[config.mk]
export PLATFORM = sky130hd
export DESIGN_NAME = irq_cause_unit
export DESIGN_NICKNAME = d
export VERILOG_FILES = /design/src/rtl/irq_cause_pkg.sv /design/src/rtl/irq_reg_decode.sv /design/src/rtl/irq_cause_reg.sv /design/src/rtl/irq_mask_reg.sv /design/src/rtl/irq_autoclr.sv /design/src/rtl/irq_cause_unit.sv
export SDC_FILE = /design/constraint.sdc
export NUM_CORES = 1
export LEC_CHECK = 0
export BUFFER_PORTS_ARGS = -buffer_cell sky130_fd_sc_hd__buf_2
export CORE_ASPECT_RATIO = 0.8
export CORE_MARGIN = 1
export CORE_UTILIZATION = 60
export CTS_BUF_LIST = sky130_fd_sc_hd__clkbuf_4 sky130_fd_sc_hd__clkbuf_8 sky130_fd_sc_hd__clkbuf_16
export CTS_CLUSTER_DIAMETER = 30
export DETAILED_ROUTE_END_ITERATION = 6
export GPL_TIMING_DRIVEN = 0
export PLACE_DENSITY = 0.87
export RECOVER_POWER = 25
export SETUP_SLACK_MARGIN = 0.15
export SLEW_MARGIN = 20
export SYNTH_ARGS = -nofsm -noshare
export SYNTH_HDL_FRONTEND = slang
export SYNTH_SLANG_ARGS = --single-unit
[constraint.sdc]
create_clock -name clk_i -period 2.65 [get_ports clk_i]
set_input_delay 0.3975 -clock clk_i [delete_from_list [all_inputs] [get_ports clk_i]]
set_output_delay 0.3975 -clock clk_i [all_outputs]
set_load 0.05 [all_outputs]
[src/rtl/irq_cause_pkg.sv]
package irq_cause_pkg;
  localparam int DATA_W  = 32;
  localparam int CAUSE_W = DATA_W - 1;
  localparam int ADDR_W  = 3;
  localparam int SUM_BIT = DATA_W - 1;

  localparam int CTRL_AM_BIT  = 0;
  localparam int CTRL_MSG_BIT = 1;

  typedef enum logic [ADDR_W-1:0] {
    REG_CAUSE    = 3'd0,
    REG_MASK     = 3'd1,
    REG_MASK_CLR = 3'd2,
    REG_AUTOMASK = 3'd3,
    REG_AUTOCLR  = 3'd4,
    REG_CTRL     = 3'd5
  } reg_sel_e;

  typedef struct packed {
    logic cause_rd;
    logic cause_wr;
    logic mask_set;
    logic mask_clr;
    logic am_wr;
    logic ac_wr;
    logic ctrl_wr;
  } strobe_t;
endpackage

[src/rtl/irq_reg_decode.sv]
module irq_reg_decode
  import irq_cause_pkg::*;
(
  input  logic              valid_i,
  input  logic              write_i,
  input  logic [ADDR_W-1:0] addr_i,
  output strobe_t           strobe_o
);
  always_comb begin
    strobe_o = '0;
    if (valid_i) begin
      case (addr_i)
        REG_CAUSE: begin
          strobe_o.cause_rd = !write_i;
          strobe_o.cause_wr = write_i;
        end
        REG_MASK:     strobe_o.mask_set = write_i;
        REG_MASK_CLR: strobe_o.mask_clr = write_i;
        REG_AUTOMASK: strobe_o.am_wr    = write_i;
        REG_AUTOCLR:  strobe_o.ac_wr    = write_i;
        REG_CTRL:     strobe_o.ctrl_wr  = write_i;
        default: ;
      endcase
    end
  end
endmodule

[src/rtl/irq_cause_reg.sv]
module irq_cause_reg #(
  parameter int W = 31
) (
  input  logic         clk_i,
  input  logic         rst_ni,
  input  logic [W-1:0] event_i,
  input  logic [W-1:0] w1c_i,
  input  logic         clr_all_i,
  input  logic [W-1:0] ac_clr_i,
  output logic [W-1:0] cause_o
);
  logic [W-1:0] cause_q;
  logic [W-1:0] clr_vec;

  assign clr_vec = w1c_i | ac_clr_i | {W{clr_all_i}};

  always_ff @(posedge clk_i or negedge rst_ni) begin
    if (!rst_ni) cause_q <= '0;
    else         cause_q <= (cause_q & ~clr_vec) | event_i;
  end

  assign cause_o = cause_q;

  p_event_wins_r2: assert property (@(posedge clk_i) disable iff (!rst_ni)
    (event_i != '0) |=> ((cause_q & $past(event_i)) == $past(event_i)));

  p_rd_clear_r4: assert property (@(posedge clk_i) disable iff (!rst_ni)
    (clr_all_i && event_i == '0) |=> (cause_q == '0));

  p_w1c_r7: assert property (@(posedge clk_i) disable iff (!rst_ni)
    (w1c_i != '0 && event_i == '0) |=> ((cause_q & $past(w1c_i)) == '0));

  p_autoclr_r9: assert property (@(posedge clk_i) disable iff (!rst_ni)
    (ac_clr_i != '0 && event_i == '0) |=> ((cause_q & $past(ac_clr_i)) == '0));
endmodule

[src/rtl/irq_mask_reg.sv]
module irq_mask_reg #(
  parameter int W = 31
) (
  input  logic         clk_i,
  input  logic         rst_ni,
  input  logic         set_we_i,
  input  logic         clr_we_i,
  input  logic         am_we_i,
  input  logic [W-1:0] wdata_i,
  input  logic         am_clr_i,
  output logic [W-1:0] mask_o,
  output logic [W-1:0] automask_o
);
  logic [W-1:0] mask_q, automask_q;
  logic [W-1:0] mask_d;

  always_comb begin
    mask_d = mask_q;
    if (set_we_i) mask_d = mask_d | wdata_i;
    if (clr_we_i) mask_d = mask_d & ~wdata_i;
    if (am_clr_i) mask_d = mask_d & ~automask_q;
  end

  always_ff @(posedge clk_i or negedge rst_ni) begin
    if (!rst_ni) begin
      mask_q     <= '0;
      automask_q <= '0;
    end else begin
      mask_q <= mask_d;
      if (am_we_i) automask_q <= wdata_i;
    end
  end

  assign mask_o     = mask_q;
  assign automask_o = automask_q;

  p_mask_set_r8: assert property (@(posedge clk_i) disable iff (!rst_ni)
    (set_we_i && !am_clr_i) |=> ((mask_q & $past(wdata_i)) == $past(wdata_i)));

  p_mask_clr_r8: assert property (@(posedge clk_i) disable iff (!rst_ni)
    clr_we_i |=> ((mask_q & $past(wdata_i)) == '0));

  p_automask_r6: assert property (@(posedge clk_i) disable iff (!rst_ni)
    am_clr_i |=> ((mask_q & $past(automask_q)) == '0));
endmodule

[src/rtl/irq_autoclr.sv]
module irq_autoclr #(
  parameter int W       = 31,
  parameter int NUM_VEC = 4
) (
  input  logic               clk_i,
  input  logic               rst_ni,
  input  logic               ac_we_i,
  input  logic [W-1:0]       wdata_i,
  input  logic               msg_mode_i,
  input  logic [NUM_VEC-1:0] msg_sent_i,
  output logic [W-1:0]       autoclr_o,
  output logic [W-1:0]       clr_o
);
  logic [W-1:0] ac_q;

  always_ff @(posedge clk_i or negedge rst_ni) begin
    if (!rst_ni)      ac_q <= '0;
    else if (ac_we_i) ac_q <= wdata_i;
  end

  // cause bit i belongs to vector i mod NUM_VEC
  for (genvar i = 0; i < W; i++) begin : g_bit
    assign clr_o[i] = msg_mode_i & ac_q[i] & msg_sent_i[i % NUM_VEC];
  end

  assign autoclr_o = ac_q;
endmodule

[src/rtl/irq_cause_unit.sv]
module irq_cause_unit
  import irq_cause_pkg::*;
#(
  parameter int NUM_VEC = 4
) (
  input  logic               clk_i,
  input  logic               rst_ni,
  input  logic [CAUSE_W-1:0] event_i,
  input  logic [NUM_VEC-1:0] msg_sent_i,
  input  logic               req_valid_i,
  input  logic               req_write_i,
  input  logic [ADDR_W-1:0]  req_addr_i,
  input  logic [DATA_W-1:0]  req_wdata_i,
  output logic [DATA_W-1:0]  req_rdata_o,
  output logic               irq_o
);
  strobe_t            st;
  logic [CAUSE_W-1:0] cause_q, mask_q, automask_q, autoclr_q, ac_clr, w1c;
  logic [CAUSE_W-1:0] wdata_c;
  logic [1:0]         ctrl_q;
  logic               summary, clr_all, am_clr, am_en, msg_mode;
  logic               unused_wdata;

  assign wdata_c      = req_wdata_i[CAUSE_W-1:0];
  assign unused_wdata = req_wdata_i[SUM_BIT];

  irq_reg_decode u_dec (
    .valid_i  (req_valid_i),
    .write_i  (req_write_i),
    .addr_i   (req_addr_i),
    .strobe_o (st)
  );

  always_ff @(posedge clk_i or negedge rst_ni) begin
    if (!rst_ni)         ctrl_q <= '0;
    else if (st.ctrl_wr) ctrl_q <= req_wdata_i[1:0];
  end

  assign am_en    = ctrl_q[CTRL_AM_BIT];
  assign msg_mode = ctrl_q[CTRL_MSG_BIT];
  assign summary  = |(cause_q & mask_q);

  // read-to-clear: pending enabled cause, empty mask, or auto-mask mode
  assign clr_all = st.cause_rd & (summary | (mask_q == '0) | am_en);
  assign am_clr  = st.cause_rd & am_en;
  assign w1c     = st.cause_wr ? wdata_c : '0;

  irq_mask_reg #(.W(CAUSE_W)) u_mask (
    .clk_i      (clk_i),
    .rst_ni     (rst_ni),
    .set_we_i   (st.mask_set),
    .clr_we_i   (st.mask_clr),
    .am_we_i    (st.am_wr),
    .wdata_i    (wdata_c),
    .am_clr_i   (am_clr),
    .mask_o     (mask_q),
    .automask_o (automask_q)
  );

  irq_autoclr #(.W(CAUSE_W), .NUM_VEC(NUM_VEC)) u_ac (
    .clk_i      (clk_i),
    .rst_ni     (rst_ni),
    .ac_we_i    (st.ac_wr),
    .wdata_i    (wdata_c),
    .msg_mode_i (msg_mode),
    .msg_sent_i (msg_sent_i),
    .autoclr_o  (autoclr_q),
    .clr_o      (ac_clr)
  );

  irq_cause_reg #(.W(CAUSE_W)) u_cause (
    .clk_i     (clk_i),
    .rst_ni    (rst_ni),
    .event_i   (event_i),
    .w1c_i     (w1c),
    .clr_all_i (clr_all),
    .ac_clr_i  (ac_clr),
    .cause_o   (cause_q)
  );

  always_comb begin
    req_rdata_o = '0;
    case (req_addr_i)
      REG_CAUSE:    req_rdata_o = {summary, cause_q};
      REG_MASK:     req_rdata_o = {1'b0, mask_q};
      REG_AUTOMASK: req_rdata_o = {1'b0, automask_q};
      REG_AUTOCLR:  req_rdata_o = {1'b0, autoclr_q};
      REG_CTRL:     req_rdata_o = {{(DATA_W-2){1'b0}}, ctrl_q};
      default:      req_rdata_o = '0;
    endcase
  end

  assign irq_o = summary;

  p_irq_follows_r10: assert property (@(posedge clk_i) disable iff (!rst_ni)
    (((event_i & mask_q) != '0) && !st.mask_clr && !am_clr) |=> irq_o);

  p_no_irq_empty_mask_r10: assert property (@(posedge clk_i) disable iff (!rst_ni)
    (mask_q == '0) |-> !irq_o);

  p_msg_off_r9: assert property (@(posedge clk_i) disable iff (!rst_ni)
    (!msg_mode && !req_valid_i && event_i == '0) |=> (cause_q == $past(cause_q)));
endmodule

---- After elaboration in Yosys (flattened, before gate mapping) ----
Cells that the tools add are included.
operators by class
  equality and inequality tests ........... 5
  mux-type cells .......................... 12
  bitwise gates (word level) .............. 77
  reduce and logical (&&, ||, !) cells .... 4
operator list
  operator                                             count
  one-hot mux 32 bit (5 select lines)                  1
  AND 31 bit                                           4
  two-way mux 31 bit                                   4
  OR 31 bit                                            4
  NOT 31 bit                                           3
  AND 1 bit                                            64
  logical NOT 31 bit                                   1
  OR reduction 31 bit                                  1
  two-way mux 7 bit                                    1
  equality test 3 x 2 -> 1 bit, second input constant  2
  equality test 3 bit, second input constant           2
  two-way mux 1 bit                                    5
  equality test 3 x 1 -> 1 bit, second input constant  1
  logical NOT 3 bit                                    1
  two-way mux 2 bit                                    1
  OR 1 bit                                             2
  logical NOT 1 bit                                    1
storage, ports and cells
  register bits after elaboration ......... 126
  input port bits ......................... 74
  output and inout port bits .............. 33
  logic and storage cells ................. 103

---- Depth between registers and ports, before layout ----
  word-level depth ........................ 9
  depth in mapped cells ................... 7

---- Cells and area by module ----
Synthesis repeated with hierarchy kept, for this count alone.
unflattened totals
  cell total of the unflattened synthesis .. 560
  area, all modules ....................... 6761.5 µm²
by module, submodules not included
  module          times used  cells each  area each (µm²)  sequential area each (µm²)
  irq_mask_reg    1           167         2623.8           1551.5
  irq_cause_reg   1           96          1456.4           775.7
  irq_autoclr     1           99          1363.8           775.7
  irq_cause_unit  1           186         1248.7           50.0
  irq_reg_decode  1           12          68.8             0.0

---- Worst setup path after synthesis ----
No wires, ideal clock.
  path kind ............................... input-to-output
  start ................................... input req_addr_i[1]
  end ..................................... output req_rdata_o[13]
  arrival time ............................ 1.912 ns
  required time ........................... 2.253 ns
  slack ................................... 0.340 ns
  stages .................................. 5
  buffers on the path ..................... 3
  cell sequence ........................... clkbuf_1 nor3b_1 clkbuf_1 clkbuf_1 a221o_1
between the ends
  longest elaborated chain between the ends .. 2
RTL lines
  element                                            RTL line              RTL
  start: declaration                                 irq_cause_unit.sv:12  input logic [ADDR_W-1:0] req_addr_i,
  equality test 3 bit, or another cell as far along  irq_cause_unit.sv:83  case (req_addr_i)
  one-hot mux 32 bit (5 select lines) *              irq_cause_unit.sv:83
  end: declaration                                   irq_cause_unit.sv:14  output logic [DATA_W-1:0] req_rdata_o,
Every way passes the cells marked *; elsewhere a longest branch is shown, timed or not.

---- Final worst setup path ----
  start ................................... input req_addr_i[2]
  end ..................................... output req_rdata_o[8]
The elaborated chain is that of the path after synthesis.

==> results_dict.tcl <==
set metrics [dict create \
    crit_chain "clkbuf_1, clkbuf_4, nor3_2, clkbuf_1, a22o_1, a221o_1, buf_2" \
    use_met1_pct 52.9 \
    dieArea_um2 10600 \
    antenna_found_initial 0 \
    syn-cell-area_um2 6110 \
    maxCapViolations 1 \
    clk_pin_slew_worst_paths_ns 0.06 \
    yosysTopAreaCellShare_pct 51.6 \
    ant_nets 0 \
    ys_types 34 \
    die_w_um 115 \
    synthArstFlopShare_pct 100 \
    cp_top_family "buffers and inverters" \
    violations "design-rule violations, max-capacitance violations, max-slew violations" \
    grt_pass1_vias 5637 \
    post_cts_buffers 0 \
    whs_ns 0.164 \
    rrSetupSlack_ns 0.36 \
    final_layout_size_suffix_gt1_share_pct 33.7 \
    grt_max_degree 67 \
    avgSynthCellArea_um2 11.3 \
    pin_count 107 \
    place.gp.congestion 0.963 \
    slew_headroom_pct -0.612 \
    critPathKind "in2out" \
    required_ns 2.25 \
    firstDrtPassIters 7 \
    grt-busiest-layer "met2" \
    port_buffers 104 \
    rsz0062_at_grt "true" \
    min_path_type "in2reg" \
    min_period_ns 2.53 \
    met2_usage_pct 61.1 \
    num_rows 32 \
    setup_violations 0 \
    r2r-start "u_mask.mask_o[18]$_DFF_PN0_" \
    ys_seq_area_share_pct 51.6 \
    synth.most_common_cell "dfrtp_1" \
    track_usage_pct 40.2 \
    critPathLaunchType "input pin" \
    crit_path_end "req_rdata_o[8]" \
    crit_path_start "req_addr_i[2]" \
    worst-path-max-fanout 10 \
    synth_edf_count 0 \
    end_kind "output pin" \
    crit_cells 7 \
    numCtsBuffers 17 \
    synthTopCellsByArea "dfrtp_1 (52%), mux2_2 (12%), a221o_1 (4.7%), a221oi_1 (4.4%), a22o_1 (4.2%)" \
    wirelength_um 20000 \
    die_y_um 92.3 \
    ir_worst_vdd_mv 0.555 \
    cp_slowest_stage_delay_ns 0.53 \
    total_power_w 0.00660 \
    synth_seq_cells 126 \
    drv_slew 62 \
    r2r_end "u_cause.cause_o[16]$_DFF_PN0_" \
    core_area_um2 9770 \
    finish.utilization_pct 76.8 \
    via_count 5774 \
    leakage_nw 3.44 \
    drtIter0Drc 766 \
    dp_hpwl_um 13000 \
    start_util_pct 62.6 \
    fmax_mhz 396 \
    tightest_slew_ns 1.51 \
    gr-total-overflow 0 \
    synth_nets 616 \
    status "finished, violations left" \
    worst_path_most_repeated_cell "clkbuf_1" \
    clk_latency_ns 0.42 \
    viasPerCell 7.08 \
    nets 741 \
    synth_commonest_cells "dfrtp_1 (126), mux2_2 (65), nand2_1 (64)" \
    r2r_cells 6 \
    yosys_warnings 0 \
    synthToLayoutAreaGrowth_pct 22.7 \
    use_met3_pct 11.3 \
    clockRootBuffer "clkbuf_16" \
    synthFlopType "dfrtp_1" \
    powerDensity_nw_per_um2 879 \
    critPathBufInv 4 \
    grt_pass1_wl_um 30800 \
    yosysTopAreaCell "dfrtp_1" \
    htree_levels 4 \
    cts.path.max_buffers 2 \
    synth_cells 542 \
    cts_sinks 126 \
    drc 2 \
    routedWlPerCell_um 24.6 \
    hold_violations 0 \
    fin_worst_skew_ns 0.00750 \
    critical-path-slowest-cell "clkbuf_1" \
    antenna_cells 0 \
    cts_tree "yes" \
    arrival_ns 2.13 \
    finalCritPeriodShare_pct 95.3 \
    setup_tns_ns 0 \
]
==> worst reg2reg max path, stage by stage, from the launching register on <==
cell      delay (ns)
dfrtp_1         0.43
or4_1           0.57
nor4_2          0.21
nand4_1         0.19
a41oi_2         0.42
buf_6           0.22
o21bai_1        0.11
==> per-stage QoR <==
step,worst slack [ns],std cells,cell area (µm²)
2_1_floorplan,0.340,542,6110
3_3_place_gp,-0.368,782,6800
3_5_place_dp,-0.229,783,6840
4_1_cts,0.163,815,7490
5_1_grt,0.105,815,7500
6_report,0.124,815,7500
==> layout by cell type, fill, tap and decap left out, drive strengths merged, types with 2 or more instances in the layout <==
cell type  count
a221oi        31
a22oi         18
nand4          5
and3           3
clkinv         4
mux2          66
nand3         32
nor2           5
o21bai        31
a21oi         32
clkinvlp       3
clkbuf        54
nor4           7
nand2         64
bufinv         4
buf          114
nor2b          3
dfrtp        126
a22o          29
o22ai          2
and2           5
a221o         29
==> how the worst min path moves through the flow <==
stage / start / to / slack, ns / cells past startpoint
after CTS: event_i[26] / u_cause.cause_o[26]$_DFF_PN0_ / 0.17 / 2
after floorplan: rst_ni / ctrl_q[0]$_DFFE_PN0P_ / 0.10 / 0
after detailed placement: rst_ni / u_ac.autoclr_o[3]$_DFFE_PN0P_ / 0.41 / 1
after global routing: event_i[18] / u_cause.cause_o[18]$_DFF_PN0_ / 0.17 / 2
after global placement: u_mask.automask_o[5]$_DFFE_PN0P_ / u_mask.mask_o[5]$_DFF_PN0_ / 0.46 / 1
final: event_i[26] / u_cause.cause_o[26]$_DFF_PN0_ / 0.16 / 2
==> final cells by class <==
class | instances | area, µm²
Fill cell | 665 | 2270
Clock buffer | 20 | 454
Sequential cell | 126 | 3150
Clock inverter | 11 | 166
Tap cell | 136 | 170
Multi-Input combinational cell | 372 | 2770
Timing Repair Buffer | 106 | 561
Inverter | 1 | 3.75
Buffer | 43 | 229
==> where the power goes <==
| part | internal, W | switching [W] | total [W] | leakage, nW |
|---|---|---|---|---|
| combinational | 0.000572 | 0.000740 | 0.00131 | 1.68 |
| clock | 0.00161 | 0.000869 | 0.00248 | 0.299 |
| sequential | 0.00234 | 0.000472 | 0.00281 | 1.46 |
==> flip-flops by register name (all words and copies together) (netlist names) <==
name	cells
u_mask.mask_o	31
u_mask.automask_o	31
ctrl_q	2
u_cause.cause_o	31
u_ac.autoclr_o	31
==> routing by layer <==
metal	wire length (µm)	up-vias
met1	7450	2785
met3	2680	122
met2	8980	517
li1	-	2350
met5	0	-
met4	918	0
==> cell families after synthesis <==
kind of cell | synth area share, %
AND/OR/NAND/NOR | 10.3
multiplexers | 12.2
flip-flops | 51.6
buffers and inverters | 3.34
AO/OA/AOI/OAI | 22.6
==> repair_timing <==
item                                   CTS  global route
endpoints found under the hold margin   60             0
hold buffers                             1             0
cloned                                   0             0
setup endpoints to repair               29            21
resized for setup                       13            17
Note: power is estimated with default switching activity, not from simulation.
